**src/rtl/afm_pkg.sv**
```systemverilog
package afm_pkg;
    typedef enum logic [0:0] {
        ST_IDLE = 1'b0,
        ST_EVAL = 1'b1
    } afm_state_e;
endpackage

```
**src/rtl/afm_gf_mul.sv**
```systemverilog
module afm_gf_mul #(
    parameter int          M    = 4,
    parameter logic [M-1:0] POLY = 4'b0011
) (
    input  logic [M-1:0] a,
    input  logic [M-1:0] b,
    output logic [M-1:0] y
);
    logic [M-1:0] acc;

    always_comb begin
        acc = '0;
        for (int i = M - 1; i >= 0; i--) begin
            acc = {acc[M-2:0], 1'b0} ^ (acc[M-1] ? POLY : '0);
            if (b[i]) acc = acc ^ a;
        end
        y = acc;
    end
endmodule

```
**src/rtl/afm_gf_sqr.sv**
```systemverilog
module afm_gf_sqr #(
    parameter int          M    = 4,
    parameter logic [M-1:0] POLY = 4'b0011
) (
    input  logic [M-1:0] a,
    output logic [M-1:0] y
);
    localparam int W2 = 2 * M - 1;

    logic [W2-1:0] wide;

    always_comb begin
        wide = '0;
        for (int i = 0; i < M; i++) wide[2*i] = a[i];
        for (int k = W2 - 1; k >= M; k--) begin
            if (wide[k]) wide[k-M +: M] = wide[k-M +: M] ^ POLY;
        end
        y = wide[M-1:0];
    end
endmodule

```
**src/rtl/afm_coef_stage.sv**
```systemverilog
module afm_coef_stage #(
    parameter int          M    = 4,
    parameter logic [M-1:0] POLY = 4'b0011
) (
    input  logic [M-1:0] a,
    input  logic [M-1:0] b,
    input  logic [M-1:0] c,
    input  logic [M-1:0] d,
    output logic [M-1:0] k4,
    output logic [M-1:0] k2,
    output logic [M-1:0] k1,
    output logic [M-1:0] k0
);
    logic [M-1:0] a_sq, b_sq, ac, bc, ad, bd;

    afm_gf_sqr #(.M(M), .POLY(POLY)) i_sq_a (.a(a), .y(a_sq));
    afm_gf_sqr #(.M(M), .POLY(POLY)) i_sq_b (.a(b), .y(b_sq));
    afm_gf_mul #(.M(M), .POLY(POLY)) i_ac (.a(a), .b(c), .y(ac));
    afm_gf_mul #(.M(M), .POLY(POLY)) i_bc (.a(b), .b(c), .y(bc));
    afm_gf_mul #(.M(M), .POLY(POLY)) i_ad (.a(a), .b(d), .y(ad));
    afm_gf_mul #(.M(M), .POLY(POLY)) i_bd (.a(b), .b(d), .y(bd));

    assign k4 = a_sq;
    assign k2 = ac ^ b_sq;
    assign k1 = bc ^ ad;
    assign k0 = bd;
endmodule

```
**src/rtl/afm_basis_eval.sv**
```systemverilog
module afm_basis_eval #(
    parameter int          M    = 4,
    parameter logic [M-1:0] POLY = 4'b0011,
    parameter int          IW   = 2
) (
    input  logic [IW-1:0] idx,
    input  logic [M-1:0]  k4,
    input  logic [M-1:0]  k2,
    input  logic [M-1:0]  k1,
    output logic [M-1:0]  lval
);
    logic [M-1:0] z1, z2, z4, t4, t2, t1;

    always_comb begin
        z1 = '0;
        z1[idx] = 1'b1;
    end

    afm_gf_sqr #(.M(M), .POLY(POLY)) i_sq1 (.a(z1), .y(z2));
    afm_gf_sqr #(.M(M), .POLY(POLY)) i_sq2 (.a(z2), .y(z4));
    afm_gf_mul #(.M(M), .POLY(POLY)) i_m4 (.a(k4), .b(z4), .y(t4));
    afm_gf_mul #(.M(M), .POLY(POLY)) i_m2 (.a(k2), .b(z2), .y(t2));
    afm_gf_mul #(.M(M), .POLY(POLY)) i_m1 (.a(k1), .b(z1), .y(t1));

    assign lval = t4 ^ t2 ^ t1;
endmodule

```
**src/rtl/afm_matrix_builder.sv**
```systemverilog
module afm_matrix_builder #(
    parameter int          M    = 4,
    parameter logic [M-1:0] POLY = 4'b0011
) (
    input  logic           clk,
    input  logic           rst_n,
    input  logic           start,
    input  logic [M-1:0]   coef_a,
    input  logic [M-1:0]   coef_b,
    input  logic [M-1:0]   coef_c,
    input  logic [M-1:0]   coef_d,
    output logic           busy,
    output logic           done,
    output logic           err,
    output logic [M*M-1:0] mat_rows,
    output logic [M-1:0]   vec_u
);
    import afm_pkg::*;

    localparam int            IW   = (M > 1) ? $clog2(M) : 1;
    localparam logic [IW-1:0] LAST = IW'(M - 1);

    typedef struct packed {
        afm_state_e     st;
        logic [IW-1:0]  idx;
        logic [M-1:0]   k4;
        logic [M-1:0]   k2;
        logic [M-1:0]   k1;
        logic [M-1:0]   k0;
        logic           done;
        logic           err;
        logic [M*M-1:0] rows;
    } ctx_t;

    ctx_t ctx_d, ctx_q;

    logic [M-1:0] n4, n2, n1, n0, row_val;

    afm_coef_stage #(.M(M), .POLY(POLY)) i_coef (
        .a(coef_a), .b(coef_b), .c(coef_c), .d(coef_d),
        .k4(n4), .k2(n2), .k1(n1), .k0(n0)
    );

    afm_basis_eval #(.M(M), .POLY(POLY), .IW(IW)) i_eval (
        .idx(ctx_q.idx), .k4(ctx_q.k4), .k2(ctx_q.k2), .k1(ctx_q.k1),
        .lval(row_val)
    );

    always_comb begin
        ctx_d      = ctx_q;
        ctx_d.done = 1'b0;
        case (ctx_q.st)
            ST_IDLE: begin
                if (start) begin
                    ctx_d.rows = '0;
                    ctx_d.idx  = '0;
                    if (coef_a == '0) begin
                        ctx_d.err = 1'b1;
                        ctx_d.k4  = '0;
                        ctx_d.k2  = '0;
                        ctx_d.k1  = '0;
                        ctx_d.k0  = '0;
                    end else begin
                        ctx_d.err = 1'b0;
                        ctx_d.k4  = n4;
                        ctx_d.k2  = n2;
                        ctx_d.k1  = n1;
                        ctx_d.k0  = n0;
                        ctx_d.st  = ST_EVAL;
                    end
                end
            end
            ST_EVAL: begin
                ctx_d.rows[int'(ctx_q.idx)*M +: M] = row_val;
                if (ctx_q.idx == LAST) begin
                    ctx_d.st   = ST_IDLE;
                    ctx_d.done = 1'b1;
                end else begin
                    ctx_d.idx = ctx_q.idx + 1'b1;
                end
            end
            default: ctx_d.st = ST_IDLE;
        endcase
    end

    always_ff @(posedge clk) begin
        if (!rst_n) begin
            ctx_q <= '0;
        end else begin
            ctx_q <= ctx_d;
        end
    end

    assign busy     = (ctx_q.st == ST_EVAL);
    assign done     = ctx_q.done;
    assign err      = ctx_q.err;
    assign mat_rows = ctx_q.rows;
    assign vec_u    = ctx_q.k0;
endmodule

```
**config.mk**
```make
export PLATFORM = sky130hd
export DESIGN_NAME = afm_matrix_builder
export DESIGN_NICKNAME = d
export VERILOG_FILES = /design/src/rtl/afm_pkg.sv /design/src/rtl/afm_gf_mul.sv /design/src/rtl/afm_gf_sqr.sv /design/src/rtl/afm_coef_stage.sv /design/src/rtl/afm_basis_eval.sv /design/src/rtl/afm_matrix_builder.sv
export SDC_FILE = /design/constraint.sdc
export NUM_CORES = 1
export LEC_CHECK = 0
export ABC_AREA = 1
export BUFFER_PORTS_ARGS = -buffer_cell sky130_fd_sc_hd__buf_4
export CORE_UTILIZATION = 45
export CTS_BUF_LIST = sky130_fd_sc_hd__clkbuf_4
export DETAILED_ROUTE_END_ITERATION = 7
export SYNTH_ARGS = -nofsm -noshare
export SYNTH_HDL_FRONTEND = slang
export SYNTH_SLANG_ARGS = --single-unit
```
**constraint.sdc**
```tcl
create_clock -name clk -period 5.6 [get_ports clk]
set_clock_uncertainty 0.2 [all_clocks]
set_input_delay 0.28 -clock clk [delete_from_list [all_inputs] [get_ports clk]]
set_output_delay 0.28 -clock clk [all_outputs]
set_load 0.01 [all_outputs]
```
# --- Word-level counts from Yosys, hierarchy flattened ---
# Index checks and enable logic that the tools add are counted.
classes:
  shift: 2
  n_eq_ne: 3
  n_lt_le_gt_ge: 2
  n_addsub: 2
  n_reduce_logical: 5
  bitwise: 59
  n_mux: 74
op_table:
  columns: ["operator", "n"]
  rows:
  - ["$mux 4", 28]
  - ["$xor 4x4->4", 25]
  - ["$xor 4x2->4", 21]
  - ["$mux 2", 34]
  - ["$neg 4->33", 1]
  - ["$shift 4x33->16 const A", 1]
  - ["$shiftx 4x33->16", 1]
  - ["$mux 16", 2]
  - ["$pmux 16 s2", 1]
  - ["$mux 19", 1]
  - ["$bwmux 16", 1]
  - ["$not 2->2", 8]
  - ["$not 1->2", 4]
  - ["$pmux 3 s2", 1]
  - ["$reduce_and 2->1", 3]
  - ["$mux 1", 5]
  - ["$logic_not 4->1", 1]
  - ["$ne 2x2->1 const B", 2]
  - ["$lt 2x3->1 const B", 1]
  - ["$add 2x1->2 const B", 1]
  - ["$demux 1 s2", 1]
  - ["$eq 2x2->1 const B", 1]
  - ["$ge 2x1->1 const B", 1]
  - ["$logic_and 1x1->1", 1]
  - ["$not 1->1", 1]
totals:
  in_bits: 19
  wordCells: 156
  regBits: 37
  output_inout_bits: 23

# --- Logic depth before layout (Yosys ltp) ---
# Gate-level depths: netlist (run 1).
depth:
  word_depth: 30
  mapped_depth: 21
  mapped_depth_nobuf: 20

# --- Hierarchy ---
# A second synthesis (run 1) with hierarchy kept.
unflattened:
  cells_unflattened: 837
  hier_area_um2: 4576.9
by_module_without_submodules:
  columns: ["module", "cells_each", "instances", "seq_area_each_um2", "area_each_um2"]
  rows:
  - ["afm_gf_mul", 70, 7, 0.0, 334.1]
  - ["afm_matrix_builder", 216, 1, 740.7, 1711.6]
  - ["afm_gf_sqr", 12, 4, 0.0, 52.6]
  - ["afm_basis_eval", 43, 1, 0.0, 166.4]
  - ["afm_coef_stage", 40, 1, 0.0, 150.1]

# --- Worst setup path before layout (run 1) ---
# Ideal clock, no wire load.
synth_path:
  kind: "register -> register"
  from: "register ctx_q[34] in the netlist's numbering"
  to: "register ctx_q, in the netlist mat_rows[6]"
  setup_time_ns: 0.071
  path_slack_ns: 3.131
  t_required_ns: 5.329
  n_path_buf: 3
  arrival_ns: 2.198
  stages_incl_launch_ff: 20
  synth_period_minus_slack_ns: 2.469
  cell_sequence: "dfxtp_1 buf_2 inv_1 ha_1 buf_6 buf_8 nand2_1 xor2_1 nand3_1 nand2_1 nand2_1 nand2_1 inv_1 nand2_1 nand2_1 nand2_1 nand2_1 nor2_2 nand3_1 a21oi_1"
synth_between:
  elab_chain_cells: 22
  word_cells_on_any_way: 63
  classes_between: "add/sub: 1; order compare: 2; shift: 2; mux: 31; bitwise: 26; reduce/logical: 1"
synth_rtl:
  columns: ["element", "line_no", "text"]
  rows:
  - ["from (decl)", "afm_matrix_builder.sv:35", "ctx_t ctx_d, ctx_q;"]
  - ["from (signal assigned)", "afm_matrix_builder.sv:90", "ctx_q <= ctx_d;"]
  - ["$lt 2x3->1 (implied by the code) or $ge 2x1->1 (tied branches)", "afm_basis_eval.sv:16", "z1[idx] = 1'b1;"]
  - ["$logic_and 1x1->1 (implied by the code)", "afm_basis_eval.sv:16", null]
  - ["$mux 1 (implied by the code)", "afm_basis_eval.sv:16", null]
  - ["$demux 1 s2", null, null]
  - ["$mux 2", "afm_gf_sqr.sv:16", "if (wide[k]) wide[k-M +: M] = wide[k-M +: M] ^ POLY;"]
  - ["$mux 2 or $not 1->2 (tied branches)", null, null]
  - ["$mux 4 or $mux 2 (tied branches)", "afm_gf_mul.sv:15, afm_gf_sqr.sv:16", null]
  - ["$xor 4x2->4 (tied with other cells)", "afm_gf_mul.sv:14", "acc = {acc[M-2:0], 1'b0} ^ (acc[M-1] ? POLY : '0);"]
  - ["(+5 left out)", null, null]
  - ["$mux 2 or $mux 4 (tied branches)", "afm_gf_mul.sv:14, afm_gf_mul.sv:15", null]
  - ["$xor 4x2->4", "afm_gf_mul.sv:14", null]
  - ["$xor 4x4->4", "afm_gf_mul.sv:15", "if (b[i]) acc = acc ^ a;"]
  - ["$mux 4", "afm_gf_mul.sv:15", null]
  - ["$xor 4x4->4 (2 in series)", "afm_basis_eval.sv:25", "assign lval = t4 ^ t2 ^ t1;"]
  - ["$shiftx 4x33->16", "afm_matrix_builder.sv:74", "ctx_d.rows[int'(ctx_q.idx)*M +: M] = row_val;"]
  - ["$bwmux 16 *", "afm_matrix_builder.sv:74", null]
  - ["$pmux 16 s2 *", "afm_matrix_builder.sv:52", "case (ctx_q.st)"]
# Every way passes the cells marked *; elsewhere a longest branch is shown, timed or not.
# A chain may end at the register's enable or synchronous reset.

# --- Final worst setup path (run 1) ---
# Ends and elaborated chain as after synthesis.

==> results of run 1 <==
## layout make-up
class | count | area share
multi-input cells | 484 | 0.640
inverters | 51 | 0.0479
well taps | 105 | 0.0328
clock buffers | 5 | 0.00938
repair buffers | 42 | 0.0794
clock inverters | 3 | 0.00532
flip-flops and latches | 37 | 0.185
## path summary, 6_finish.rpt
check | startpoint | to | slack (ns) | depth (start not counted)
min reg2reg | mat_rows[2] | mat_rows[2] | 0.27 | 2
max | ctx_q[34] | mat_rows[6] | 2.29 | 16
max reg2reg | ctx_q[34] | mat_rows[6] | 2.29 | 16
min | coef_a[0] | ctx_q[30] | 0.11 | 3
## placed cells by master (no fill, tap or decap)
cell             n
xnor2_1         47
nor2_1          16
inv_1           48
nand2_1        247
nand3_1         45
inv_2            3
nand3b_1         5
xnor2_4          1
or2_1            1
clkinvlp_4       1
ha_1             7
o211ai_1         2
xnor2_2          2
nor2_4           1
nor3_1           1
a21oi_2          2
nand4_1          4
xor2_1          28
a21oi_1         42
clkinv_2         1
nand2_2          9
nor2_2           4
buf_4           41
dfxtp_1         37
dlygate4sd3_1    1
a211oi_1         1
o21ai_0         10
nand2_4          2
xor2_2           1
nor4_1           2
or2_2            4
inv_6            1
clkbuf_4         5
## where the power goes
group,leakage (nW),switching (W),internal (W)
Sequential,0.302,0.0000284,0.000281
Combinational,1.56,0.000198,0.000126
Clock,0.0316,0.000100,0.0000497
## flip-flops by register name, summed over array words and instances, names as in the netlist
name / cells
busy: 1
ctx_q: 14
done: 1
err: 1
mat_rows: 16
vec_u: 4
## repair_timing
item                      4_1_cts  5_1_grt
hold endpoints to repair        1        0
hold buffers                    1        0
gates resized for setup         0        0
## through the flow
step | utilization | instances | hold slack, ns | power (W) | setup WS, ns
after floorplan | - | 622 | 0.218 | 0.000573 | 3.13
after global placement | 0.478 | 718 | 0.256 | 0.000634 | 2.43
after detailed placement | 0.478 | 718 | 0.258 | 0.000638 | 2.37
after CTS | 0.487 | 727 | 0.103 | 0.000788 | 2.35
after global routing | 0.487 | 727 | 0.123 | 0.000845 | 1.88
final | 0.487 | 727 | 0.108 | 0.000784 | 2.29
## layer usage
metal / vias up / global-route usage
met3: 9 / 0.0316
li1: 1896 / -
met2: 77 / 0.367
met1: 1609 / 0.273
met4: 0 / 0.0474
met5: - / 0
## critical path, cell delays in order, from the launching register on
cell and delay [ns]:
dfxtp_1 0.65, inv_1 0.21, ha_1 0.45, inv_1 0.27, nand2_1 0.09, nand2_1 0.14, nand2_1 0.10, nand3_1 0.10
xor2_1 0.18, nor2_1 0.06, nor2_1 0.16, inv_1 0.06, nand2_1 0.08, nand2_1 0.07, nor2_2 0.14, nand3_1 0.09
a21oi_1 0.17
## cells by family after synthesis
logic type	count (synthesis)	synth area share
buffers and inverters	101	0.135
xor gates and xnor gates	79	0.192
AOI/OAI and AO/OA	57	0.0787
adders and majority gates	7	0.0229
DFF	37	0.194
and+or+nand+nor	341	0.377
==> key figures, run 1 <==
Clock network
  • Deepest clock path buffer count: 2
  • Clk slew on worst S/H paths: 0.13 ns
  • CTS H-tree depth: 2
  • Post-CTS setup buffer count: 0
  • TritonCTS buffer count: 5
  • Num Clock Sinks: 37
  • CTS tree: yes
  • Clk_lat worst skew: 0.34 ns
  • Root Buffer: clkbuf_4

Finish
  • Multi-input logic area: between 0.002 and 0.003 mm²
  • Area delta synth->final: 4.82%
  • Fillcell total: 863
  • Diode count: 0
  • Design Area, Final: 0.00400 mm²
  • Reg area: 741 µm²
  • Layout cell share with drive strength beyond 1: 0.125
  • Fin nets: 647

Critical path
  • Critical path fanouts, max: 15
  • Crit path kind: flip-flop to flip-flop
  • Crit path required time: 5.66 ns
  • WP data arrival: 3.37 ns
  • Worst setup EP type: flip-flop
  • Startpoint types: flip-flop

Routing
  • Avg Vias per Cell: 4.94
  • DRT antenna net count: 0
  • Met1 WL: 4250 µm
  • DRC: 0
  • Met3 WL post-DR: 422 µm
  • Vias: 3591
  • Initial DRC count: 126
  • Routed met2 length: 4130 µm
  • TritonRoute pass-1 iters: 4
  • Final WL: 8880 µm
  • WL per Instance: approximately 12 µm
  • Top routing layer in use: met4

Floorplanning
  • Die Ht: 94.1 µm
  • Core area: 0.00822 mm²
  • Starting Density: 0.464
  • I/O pin count: 42
  • Row count: 33
  • Die W: 94.1 µm
  • Die area: 0.00885 mm²

Flow run
  • # Max-Cap Violations: 0

Timing
  • Max_slew headroom: 0.333
  • Final-report max-slew violation count: 0
  • Final setup vio count: 0
  • RSZ-0062 raised after global routing: false
  • Final Critical Period: 3.31 ns
  • Fmax: 0.302 GHz
  • Final hold vios: 0
  • Period utilization: 0.591
  • Final setup TNS: 0 ns
  • Least-Margin Pin Slew: about 1 ns

Logic synthesis
  • Gate Count Post-Synth: roughly 620
  • Largest cells by area after synthesis: nand2_1 24%, dfxtp_1 19%, xnor2_1 11%
  • Syn nets: 648
  • Avg Synthesized Cell Area: 6.14 µm²
  • Post-synth top area share: 0.243
  • Cell taking the most area after synthesis: nand2_1
  • Synthesis-stage register bit count: 37
  • Ys flop type: dfxtp_1
  • Distinct cells, synth: 35
  • Commonest cells in the netlist: 247 x nand2_1, 48 x inv_1, 47 x xnor2_1
  • EDFF count, synth: 0
  • Sequential area share after synthesis: 0.194
  • Yosys warns: 0
  • Count leader, synth: nand2_1
  • Cell Area, Synth: 0.00382 mm²
  • Async SR Flop Fraction: 0

Power and ir drop
  • Pwr dens: 196 mW/mm²
  • VDD IR max: about 75 µV
  • Pleak: 1.90 nW

Place
  • IO Port Bufs: 41
  • GP Congestion: 0.894
  • Placed instance area: between 0.003 and 0.004 mm²
  • Dpl hpwl: 7020 µm

Global route
  • GRT Resource Usage Total: 0.211
  • Largest net degree at the start of global routing: 33
  • Initial antenna violation count: 0
  • First-pass GRT wire length: between 10000 and 15000 µm
  • GRT overflow: 0
  • Vias in the first global route: 3270

Status
  • Status: finished, final reports clean

Min path
  • Worst min path class: primary input to flip-flop
Note: power is estimated with default switching activity, not from simulation.
==> inputs of run 2 (changes only) <==
- PLACE_DENSITY: default -> 0.66
- clock period: 5.6 -> 2.7 ns (I/O delays scaled with it)
==> key figures, run 2 (synthesis results as in run 1) <==
Critical path
  • Worst r2r dst: mat_rows[14]
  • Crit path kind: flip-flop to flip-flop
  • WP data arrival: 2.57 ns
  • Worst setup EP type: flip-flop
  • Startpoint types: flip-flop
  • Crit path required time: between 2 and 3 ns
  • Reg2reg start: ctx_q[35]
  • Critical path fanouts, max: 6
  • R2R Setup Slk: 0.22 ns
  • Register-to-Register Path Depth: 14

Finish
  • Layout cell share with drive strength beyond 1: 0.161
  • Fillcell total: ~840
  • Area delta synth->final: 12.2%
  • Fin nets: approximately 670
  • Most frequent cells in the layout: 246 x nand2_1, 52 x buf_4, 47 x xnor2_1
  • Multi-input logic area: between 0.002 and 0.003 mm²
  • Largest register FFs: 16
  • Diode count: 0
  • Non-Filler Instances: 745
  • Most common cell after layout, fill and taps aside: nand2_1
  • Reg area: between 700 and 800 µm²

Timing
  • Fmax: 0.403 GHz
  • Period utilization: 0.918
  • Final setup vio count: 0
  • Final hold vios: 0
  • Least-Margin Pin Slew: 1.03 ns
  • Max_slew headroom: 0.311
  • Final setup TNS: 0 ns
  • RSZ-0062 raised after global routing: false
  • Worst hold slack: 0.0222 ns
  • Final Critical Period: 2.48 ns
  • Final-report max-slew violation count: 0
  • Final worst slack: 0.221 ns

Clock network
  • Clk_lat worst skew: 0.35 ns
  • Deepest clock path buffer count: 2
  • Root Buffer: clkbuf_4
  • CTS tree: yes
  • CTS H-tree depth: 2
  • Clk slew on worst S/H paths: 0.13 ns
  • Num Clock Sinks: 37
  • TritonCTS buffer count: 5

Power and ir drop
  • VDD IR max: 177 µV
  • Pleak: 2.01 nW
  • Pwr dens: 412 mW/mm²

Status
  • Status: finished, final reports clean

Global route
  • First-pass GRT wire length: between 15000 and 20000 µm
  • GRT busiest layer: met2
  • Initial antenna violation count: 0
  • GRT overflow: 0
  • GR Util met2: 0.372
  • Met3 Usage GRT: 0.0340
  • Largest net degree at the start of global routing: 33
  • GR Layer Usage met1: 0.288
  • GRT Resource Usage Total: 0.219
  • Vias in the first global route: 3427

Routing
  • DRC: 0
  • Avg Vias per Cell: 4.95
  • TritonRoute pass-1 iters: 5
  • Vias: ~3700
  • Initial DRC count: ~170
  • WL per Instance: 12.2 µm
  • Final WL: about 9100 µm
  • DRT antenna net count: 0

Place
  • Dpl hpwl: a little over 7000 µm
  • IO Port Bufs: 41
  • Placed Cells: 729
  • GP Congestion: between 0.9 and 1
  • Pre-CTS setup slack: 0.0621 ns

Min path
  • Hold path endpoint: vec_u[3]
  • Worst min path class: primary input to flip-flop
  • Hold Path Stages: 5
  • Hold wc startpoint: coef_d[3]

Floorplanning
  • Starting Density: 0.464
  • Die W: 94.1 µm
  • Die area: 0.00885 mm²
  • I/O pin count: between 40 and 50
  • Die Ht: 94.1 µm
  • Row count: 33
  • Core area: roughly 0.008 mm²

Flow run
  • # Max-Cap Violations: 0
==> run 2: power by group <==
| group | total (W) | switching [W] | internal (W) |
|---|---|---|---|
| registers | 0.000640 | 0.0000573 | 0.000583 |
| logic | 0.000735 | 0.000437 | 0.000298 |
| clock network | 0.000388 | 0.000197 | 0.000192 |
| total | 0.00176 | 0.000691 | 0.00107 |
==> run 2: worst max-delay path by stage <==
stage          depth (start not counted)      endpoint  startpoint
3_3_place_gp                          19  mat_rows[13]   ctx_q[35]
6_report                              14  mat_rows[14]   ctx_q[35]
3_5_place_dp                          18  mat_rows[13]   ctx_q[35]
2_1_floorplan                         19   mat_rows[6]   ctx_q[34]
4_1_cts                               18  mat_rows[13]   ctx_q[35]
5_1_grt                               17   mat_rows[9]   ctx_q[34]
==> run 2: worst max-delay path, stage by stage (launching register included) <==
cell and delay [ns]:
dfxtp_4 0.42, ha_1 0.34, nand2_1 0.21, nand3b_1 0.22, nand2_1 0.09, nand2_1 0.05, nand2_1 0.10, nor2_1 0.06
nor2_1 0.16, inv_1 0.05, nand2_1 0.08, nand2_1 0.07, nor2_2 0.15, nand3_1 0.11, a21oi_2 0.13
==> run 2: repair_timing <==
item	4_1_cts	5_1_grt
endpoints found under the setup margin	0	13
hold buffers	6	1
hold endpoints to repair	6	1
resized for setup	0	24
setup buffers	0	1
==> run 2: layout make-up <==
type,instances,share of cell area
Sequential cell,37,0.175
Timing Repair Buffer,60,0.112
Tap cell,105,0.0307
Multi-Input combinational cell,484,0.619
Clock inverter,3,0.00964
Inverter,51,0.0453
Clock buffer,5,0.00876
==> run 2: layer usage <==
| metal | vias to the layer above | wire (µm) |
|---|---|---|
| met3 | 12 | 369 |
| met2 | 75 | 4220 |
| met5 | - | 0 |
| li1 | 1931 | - |
| met1 | 1671 | 4320 |
| met4 | 0 | 150 |
==> run 2: metrics by stage <==
step / util / total power, W / cell area (µm²)
after floorplan: - / 0.00119 / 3820
after global placement: 0.490 / 0.00133 / 4030
after detailed placement: 0.490 / 0.00135 / 4030
after CTS: 0.507 / 0.00173 / 4170
after global routing: 0.521 / 0.00190 / 4280
final: 0.521 / 0.00176 / 4280
==> inputs of run 3 (changes only) <==
- CORE_UTILIZATION: 45 -> 25
- PLACE_DENSITY: 0.66 -> default
- SYNTH_HIERARCHICAL: default -> 1
==> key figures, run 3 <==
Status
  • Status: finished, final reports clean

Flow run
  • # Max-Cap Violations: 0

Global route
  • Vias in the first global route: about 4000
  • Initial antenna violation count: 0
  • First-pass GRT wire length: 17800 µm
  • GRT Resource Usage Total: 0.113
  • Largest net degree at the start of global routing: 35
  • GRT overflow: 0

Logic synthesis
  • Syn nets: 862
  • Gate Count Post-Synth: 837
  • Synthesis-stage register bit count: 37
  • EDFF count, synth: 0
  • Commonest cells in the netlist: 351 x nand2_1, 107 x inv_1, 103 x nand3_1
  • Largest cells by area after synthesis: nand2_1 29%, dfxtp_1 16%, nand3_1 11%
  • Sequential area share after synthesis: 0.162
  • Ys flop type: dfxtp_1
  • Yosys warns: 6
  • Distinct cells, synth: 24
  • Count leader, synth: nand2_1
  • Avg Synthesized Cell Area: ~5.5 µm²
  • Cell taking the most area after synthesis: nand2_1
  • Async SR Flop Fraction: 0
  • Cell Area, Synth: 0.00458 mm²
  • Post-synth top area share: 0.288

Timing
  • RSZ-0062 raised after global routing: true
  • Least-Margin Pin Slew: between 0.6 and 0.7 ns
  • Max_slew headroom: 0.583
  • Final-report max-slew violation count: 0
  • Final worst slack: around 0.18 ns
  • Final Critical Period: 2.52 ns
  • Period utilization: 0.932
  • Fmax: 0.397 GHz
  • Final hold vios: 0
  • Final setup vio count: 0

Routing
  • Met1 WL: between 5000 and 6000 µm
  • Final WL: 10500 µm
  • DRC: 0
  • Met3 WL post-DR: 199 µm
  • WL per Instance: roughly 9.6 µm
  • Initial DRC count: 184
  • Routed met2 length: 4790 µm
  • TritonRoute pass-1 iters: 7
  • Avg Vias per Cell: 4.29
  • DRT antenna net count: 0
  • Top routing layer in use: met4
  • Vias: 4706

Finish
  • Fin nets: 893
  • Multi-input logic area: around 0.0033 mm²
  • Reg area: 748 µm²
  • Layout cell share with drive strength beyond 1: 0.214
  • Area delta synth->final: 16.0%
  • Most frequent cells in the layout: 324 x nand2_1, 100 x nand3_1, 99 x inv_1
  • Diode count: 0
  • Most common cell after layout, fill and taps aside: nand2_1
  • Non-Filler Instances: 1097
  • Fillcell total: 1987
  • Design Area, Final: roughly 0.0053 mm²
  • Largest register FFs: 16

Clock network
  • Root Buffer: clkbuf_4
  • Clk_lat worst skew: approximately 0.33 ns
  • Deepest clock path buffer count: 2
  • CTS H-tree depth: 2
  • Num Clock Sinks: 37
  • CTS tree: yes
  • Clk slew on worst S/H paths: 0.11 ns
  • TritonCTS buffer count: 5

Critical path
  • R2R Setup Slk: around 0.18 ns
  • Reg2reg start: ctx_q[34]
  • Max stage delay on crit path: roughly 0.38 ns
  • Crit path kind: flip-flop to flip-flop
  • Slowest CP cell: dfxtp_4
  • Worst r2r dst: mat_rows[5]
  • Cell Chain, Critical Path: buf_6 > nor2_4 > inv_2 > nand2_2 > nand2_2 > inv_2 > nand2_2 > nand2_4 > nand2_4 > xnor2_2 > nor2_1 > nor2_1 > nand2_1 > nand2_2 > nand2_2 > nand2_1 > nand2_1 > nand2_2 > nand2_2 > nor2_4 > nand2_1 > a21oi_1
  • Startpoint types: flip-flop
  • Worst setup EP type: flip-flop
  • Critical path buffer and inverter count: 3
  • Register-to-Register Path Depth: 22
  • CP dominant cell by count: nand2_2
  • Critical path fanouts, max: 5
  • Crit path required time: 2.76 ns
  • CP delay by family, top: simple AND/OR/NAND/NOR gates
  • WP data arrival: 2.57 ns

Place
  • Dpl hpwl: 7870 µm
  • Pre-CTS setup slack: 0.0469 ns
  • Placed instance area: 0.00498 mm²
  • GP Congestion: 0.783
  • IO Port Bufs: 41
  • Placed Cells: around 1100

Floorplanning
  • Starting Density: 0.255
  • Core area: 0.0180 mm²
  • I/O pin count: 42
  • Die area: between 0.015 and 0.02 mm²
  • Row count: 49
  • Die W: 137 µm
  • Die Ht: 137 µm

Power and ir drop
  • VDD IR max: roughly 170 µV
  • Pleak: 2.66 nW
  • Pwr dens: 303 mW/mm²

Min path
  • Hold Path Stages: 4
  • Hold wc startpoint: start
  • Hold path endpoint: err
  • Worst min path class: primary input to flip-flop
-- run 3: cells by family after synthesis --
logic type | count (synthesis) | synth area share
flops | 37 | 0.162
xor+xnor | 35 | 0.0670
compound gates | 44 | 0.0481
buf+inv | 161 | 0.163
fa+ha+maj | 6 | 0.0164
simple gates | 554 | 0.543
-- run 3: worst max-delay path by stage --
stage | startpoint | to | slack, ns | cells after the start
floorplan | ctx_q[34] | mat_rows[5] | 0.05 | 22
finish | ctx_q[34] | mat_rows[5] | 0.18 | 22
global placement | ctx_q[34] | mat_rows[12] | 0.08 | 20
global route | ctx_q[34] | mat_rows[5] | -0.09 | 22
CTS | ctx_q[35] | mat_rows[13] | -0.004 | 22
detailed placement | ctx_q[35] | mat_rows[13] | 0.05 | 22
-- run 3: through the flow --
step / TNS (ns) / hold WS (ns) / util / power, W
floorplan: 0 / 0.0734 / - / 0.00111
CTS: -0.00352 / 0.0180 / 0.282 / 0.00156
detailed placement: 0 / 0.213 / 0.277 / 0.00127
finish: 0 / 0.0327 / 0.296 / 0.00161
global placement: 0 / 0.209 / 0.277 / 0.00126
global route: -0.208 / 0.0333 / 0.296 / 0.00176
-- run 3: final cells by class --
cell class	instances	area share
clock buffers	6	0.00848
clock inverters	1	0.000707
inverters	124	0.0877
multi-input cells	639	0.619
flip-flops and latches	37	0.141
well taps	229	0.0540
repair buffers	61	0.0898
-- run 3: power by group --
| group | switching (W) | leakage, nW | internal [W] |
|---|---|---|---|
| clock | 0.000178 | 0.0292 | 0.000105 |
| combinational | 0.000440 | 2.32 | 0.000272 |
| sequential | 0.0000439 | 0.302 | 0.000572 |
| total | 0.000661 | 2.66 | 0.000949 |
-- run 3: what timing repair did --
item                                    4_1_cts  5_1_grt
endpoints found under the hold margin         3        0
resized for setup                             0       70
pin swaps                                     0       32
setup buffers                                 0        5
hold buffers                                  3        0
endpoints found under the setup margin        1       16
cloned                                        0        0
-- run 3: layer usage --
| metal | global-route usage | vias up |
|---|---|---|
| met5 | 0 | - |
| li1 | - | 2588 |
| met4 | 0.0165 | 0 |
| met2 | 0.188 | 53 |
| met1 | 0.157 | 2063 |
| met3 | 0.0121 | 2 |
-- run 3: worst min-delay path, delay by kind of cell --
kind	cells	cell delay [ns]
AO/OA/AOI/OAI	1	0.11
AND/OR/NAND/NOR	1	0.07
buffers and inverters	2	0.22
